$ cat src/rtl/op_fwd_pkg.sv
package op_fwd_pkg;
   localparam int CLS_W = 3;

   typedef enum logic [CLS_W-1:0] {
      CLS_ALU    = 3'd0,
      CLS_LOAD   = 3'd1,
      CLS_LADR   = 3'd2,
      CLS_STORE  = 3'd3,
      CLS_BRANCH = 3'd4,
      CLS_OTHER  = 3'd5
   } instr_cls_e;

   typedef enum logic [1:0] {
      SEL_RF = 2'b00,
      SEL_S4 = 2'b01,
      SEL_S5 = 2'b10
   } op_sel_e;
endpackage

$ cat src/rtl/op_fwd_match.sv
module op_fwd_match #(
   parameter int REG_W = 5
) (
   input  logic                        prod_valid,
   input  logic [op_fwd_pkg::CLS_W-1:0] prod_cls,
   input  logic [REG_W-1:0]             prod_ra,
   input  logic                        cons_valid,
   input  logic [op_fwd_pkg::CLS_W-1:0] cons_cls,
   input  logic [REG_W-1:0]             cons_src,
   input  logic                        cons_uses_reg,
   output logic                        hit
);
   import op_fwd_pkg::*;

   logic both_alu;
   logic both_live;

   always_comb begin
      both_alu  = (prod_cls == CLS_ALU) && (cons_cls == CLS_ALU);
      both_live = prod_valid && cons_valid;
      hit       = both_alu && both_live && cons_uses_reg && (prod_ra == cons_src);
   end
endmodule

$ cat src/rtl/op_fwd_operand_sel.sv
module op_fwd_operand_sel #(
   parameter int DATA_W = 32
) (
   input  logic              hit_s4,
   input  logic              hit_s5,
   input  logic [DATA_W-1:0] z_s4,
   input  logic [DATA_W-1:0] z_s5,
   input  logic [DATA_W-1:0] rf_val,
   output logic [1:0]        sel,
   output logic [DATA_W-1:0] val
);
   import op_fwd_pkg::*;

   always_comb begin
      if (hit_s4) begin
         sel = SEL_S4;
         val = z_s4;
      end else if (hit_s5) begin
         sel = SEL_S5;
         val = z_s5;
      end else begin
         sel = SEL_RF;
         val = rf_val;
      end
   end
endmodule

$ cat src/rtl/op_fwd_unit.sv
module op_fwd_unit #(
   parameter int REG_W  = 5,
   parameter int DATA_W = 32
) (
   input  logic                        s3_valid,
   input  logic [op_fwd_pkg::CLS_W-1:0] s3_cls,
   input  logic [REG_W-1:0]             s3_rb,
   input  logic [REG_W-1:0]             s3_rc,
   input  logic                        s3_imm,
   input  logic                        s4_valid,
   input  logic [op_fwd_pkg::CLS_W-1:0] s4_cls,
   input  logic [REG_W-1:0]             s4_ra,
   input  logic [DATA_W-1:0]            s4_z,
   input  logic                        s5_valid,
   input  logic [op_fwd_pkg::CLS_W-1:0] s5_cls,
   input  logic [REG_W-1:0]             s5_ra,
   input  logic [DATA_W-1:0]            s5_z,
   input  logic [DATA_W-1:0]            rf_x,
   input  logic [DATA_W-1:0]            rf_y,
   output logic [DATA_W-1:0]            x_out,
   output logic [DATA_W-1:0]            y_out,
   output logic [1:0]                   x_sel,
   output logic [1:0]                   y_sel
);
   localparam int NUM_OPS = 2;
   localparam int OP_X    = 0;
   localparam int OP_Y    = 1;

   if (REG_W < 1) begin : g_bad_reg_w
      $error("op_fwd_unit: REG_W must be at least 1");
   end
   if (DATA_W < 1) begin : g_bad_data_w
      $error("op_fwd_unit: DATA_W must be at least 1");
   end

   logic [REG_W-1:0]  op_src   [NUM_OPS];
   logic              op_reg   [NUM_OPS];
   logic [DATA_W-1:0] op_rf    [NUM_OPS];
   logic [DATA_W-1:0] op_val   [NUM_OPS];
   logic [1:0]        op_sel   [NUM_OPS];

   always_comb begin
      op_src[OP_X] = s3_rb;
      op_src[OP_Y] = s3_rc;
      op_reg[OP_X] = 1'b1;
      op_reg[OP_Y] = !s3_imm;
      op_rf[OP_X]  = rf_x;
      op_rf[OP_Y]  = rf_y;
   end

   for (genvar g = 0; g < NUM_OPS; g++) begin : g_op
      logic hit_s4;
      logic hit_s5;

      op_fwd_match #(.REG_W(REG_W)) u_match_s4 (
         .prod_valid    (s4_valid),
         .prod_cls      (s4_cls),
         .prod_ra       (s4_ra),
         .cons_valid    (s3_valid),
         .cons_cls      (s3_cls),
         .cons_src      (op_src[g]),
         .cons_uses_reg (op_reg[g]),
         .hit           (hit_s4)
      );

      op_fwd_match #(.REG_W(REG_W)) u_match_s5 (
         .prod_valid    (s5_valid),
         .prod_cls      (s5_cls),
         .prod_ra       (s5_ra),
         .cons_valid    (s3_valid),
         .cons_cls      (s3_cls),
         .cons_src      (op_src[g]),
         .cons_uses_reg (op_reg[g]),
         .hit           (hit_s5)
      );

      op_fwd_operand_sel #(.DATA_W(DATA_W)) u_sel (
         .hit_s4 (hit_s4),
         .hit_s5 (hit_s5),
         .z_s4   (s4_z),
         .z_s5   (s5_z),
         .rf_val (op_rf[g]),
         .sel    (op_sel[g]),
         .val    (op_val[g])
      );
   end

   assign x_out = op_val[OP_X];
   assign y_out = op_val[OP_Y];
   assign x_sel = op_sel[OP_X];
   assign y_sel = op_sel[OP_Y];
endmodule

$ cat config.mk
export PLATFORM = sky130hd
export DESIGN_NAME = op_fwd_unit
export DESIGN_NICKNAME = d
export VERILOG_FILES = /design/src/rtl/op_fwd_pkg.sv /design/src/rtl/op_fwd_match.sv /design/src/rtl/op_fwd_operand_sel.sv /design/src/rtl/op_fwd_unit.sv
export SDC_FILE = /design/constraint.sdc
export NUM_CORES = 1
export LEC_CHECK = 0
export CAP_MARGIN = 20
export CELL_PAD_IN_SITES_DETAIL_PLACEMENT = 0
export CELL_PAD_IN_SITES_GLOBAL_PLACEMENT = 1
export CORE_AREA = 2 2 88 90
export DETAILED_ROUTE_END_ITERATION = 7
export DIE_AREA = 0 0 90 92
export DONT_BUFFER_PORTS = 1
export PLACE_DENSITY_LB_ADDON = 0.05
export SYNTH_ARGS = -nofsm -noshare
export SYNTH_HDL_FRONTEND = slang
export SYNTH_SLANG_ARGS = --single-unit
$ cat constraint.sdc
create_clock -name vclk -period 2
set_input_delay 0.1 -clock vclk [all_inputs]
set_output_delay 0.1 -clock vclk [all_outputs]
set_load 0.1 [all_outputs]
==> results.ini <==
[sta]
rsz0062_at_grt = false
fmax_mhz = 537.1
hold_slack_ns = 0.4428
hold_viol = 0
slew_viol_final = 0
worst_pin_slew_ns = 0.4573
layout_worst_path_cycle_share_pct = 93.10
maxSlewHeadroom_pct = 69.23
setup_viol = 0
post-route-min-period_ns = 1.862

[final_layout]
antenna_cells = 0
clock_buffers = 0
fin_util_pct = 49.41
drive_gt1_share_pct = 49.36
register_area_um2 = 0
area_growth_pct = 119.2
numSequentialCells = 0
final_common_cell = buf_12
fin_nets = 475
final_cell_mix = 70 x buf_12, 66 x nor2_1, 63 x mux2i_1

[die]
coreArea_um2 = 7447
die_w_um = 90
io_pins = 229
die-area_um2 = 8280
die_y_um = 92
num_rows = 32
start_util_pct = 22.55

[run_status]
status = finished, final reports clean

[drt]
via_per_inst = 4.935
dr.pass1.iters = 4
drc = 0
drt_wl_total_um = 6944
drtIter0Drc = 22
ant_nets = 0
vias = 2043
wl_per_cell_um = 16.77

[worst_setup_path]
crit_top_cell = buf_12
path_cells = nor4b_1, nand2_1, buf_4, or3_4, buf_12, nor2_1, a21oi_4, buf_12
required_ns = 1.90
crit_fanout = 32
startpoint_type = input pin
end_kind = output port
max_stage_delay_ns = 0.42
cpMaxStageDelayCell = or3_4
critical_path_class = input pin to output port
cp.arrival_ns = 1.76

[yosys]
synth_nets = 416
syn_area_um2 = 1679
yosys.cell_types.count = 21
yosys_warnings = 0
ys_seq_area_share_pct = 0
syn_inst = 255
avgSynthCellArea_um2 = 6.585

[place]
dpl.hpwl_um = 6075
port_buffers = 0
gp_congestion = 0.7549

[grt]
grt_pass1_wl_um = 10670
antenna_found_initial = 0
grt_max_degree = 35
track_usage_pct = 15.25
grt_pass1_vias = 2072
overflow = 0

[power]
powerDensity_nw_per_um2 = 279.6
vdd.ir_drop.worst_uv = 126.6
p_leak_nw = 1.523
power_mw = 1.029

[flow_run]
cap_violations = 0

[worst_hold_path]
hp-class = input pin to output port

[clock_tree]
postCtsSetupRepairBufs = 0
ctsHoldBuffers = 0

path summary, 6_finish.rpt:
check	depth (start not counted)	slack (ns)	endpoint	start
max	8	0.14	x_out[22]	s4_cls[2]
min	2	0.44	y_sel[0]	s3_imm
cell type report:
cell class	instances	area [um^2]
multi-input combinational	232	2037
tap	102	127.6
fill	717	3767
timing repair buffer	80	1515
Yosys cell counts (all sizes together):
cell,instances,area [um^2]
nor2,67,251.5
a21oi,64,320.3
mux2i,64,640.6
buf,17,155.2
xnor2,11,96.34
xor2,9,78.83
clkbuf,6,22.52
nand3,3,15.01
nand2,2,7.510
nor3,2,10.01
nor4,2,12.51
nor4b,2,23.77
and4,1,8.760
and4b,1,10.01
nand4,1,6.260
nor2b,1,6.260
or3,1,6.260
or4,1,7.510
worst max-delay path: cells and delay by family:
family / cells / cell delay [ns]
compound gates: 1 / 0.05
simple gates: 4 / 1.05
buf+inv: 3 / 0.54
per-stage QoR:
stage | std cells | area [um^2] | TNS (ns) | setup WS (ns)
floorplan | 255 | 2196 | -9.537 | -0.3179
global placement | 414 | 3670 | 0 | 0.01280
detailed placement | 414 | 3670 | -0.1372 | -0.03243
CTS | 414 | 3676 | 0 | 0.09340
global route | 414 | 3680 | 0 | 0.005481
finish | 414 | 3680 | 0 | 0.1380
what timing repair did:
| action | 4_1_cts | 5_1_grt |
|---|---|---|
| pin swaps | 0 | 0 |
| hold endpoints to repair | 0 | 0 |
| endpoints found under the setup margin | 15 | 1 |
| gates resized for setup | 2 | 1 |
| cloned | 0 | 0 |
where the power goes:
| part | internal (mW) | leakage (nW) | total [mW] | switching [mW] |
|---|---|---|---|---|
| clock | 0 | 0 | 0 | 0 |
| combinational | 0.376 | 1.52 | 1.03 | 0.653 |
| sequential | 0 | 0 | 0 | 0 |
| total | 0.376 | 1.52 | 1.03 | 0.653 |
cell families after synthesis:
logic type	Yosys count	synth area share [%]
mux	64	38.15
buf+inv	23	10.58
xor+xnor	20	10.43
simple gates	84	21.76
compound gates	64	19.08
metal layers:
| metal | vias to the layer above | share of wire (%) | track usage [%] |
|---|---|---|---|
| met5 | - | 0 | 0 |
| met4 | 0 | 0 | 0 |
| met3 | 0 | 11 | 4.930 |
| met2 | 120 | 53 | 29.70 |
| met1 | 914 | 36 | 17.11 |
| li1 | 1009 | - | - |
(Power assumes the default switching activity.)
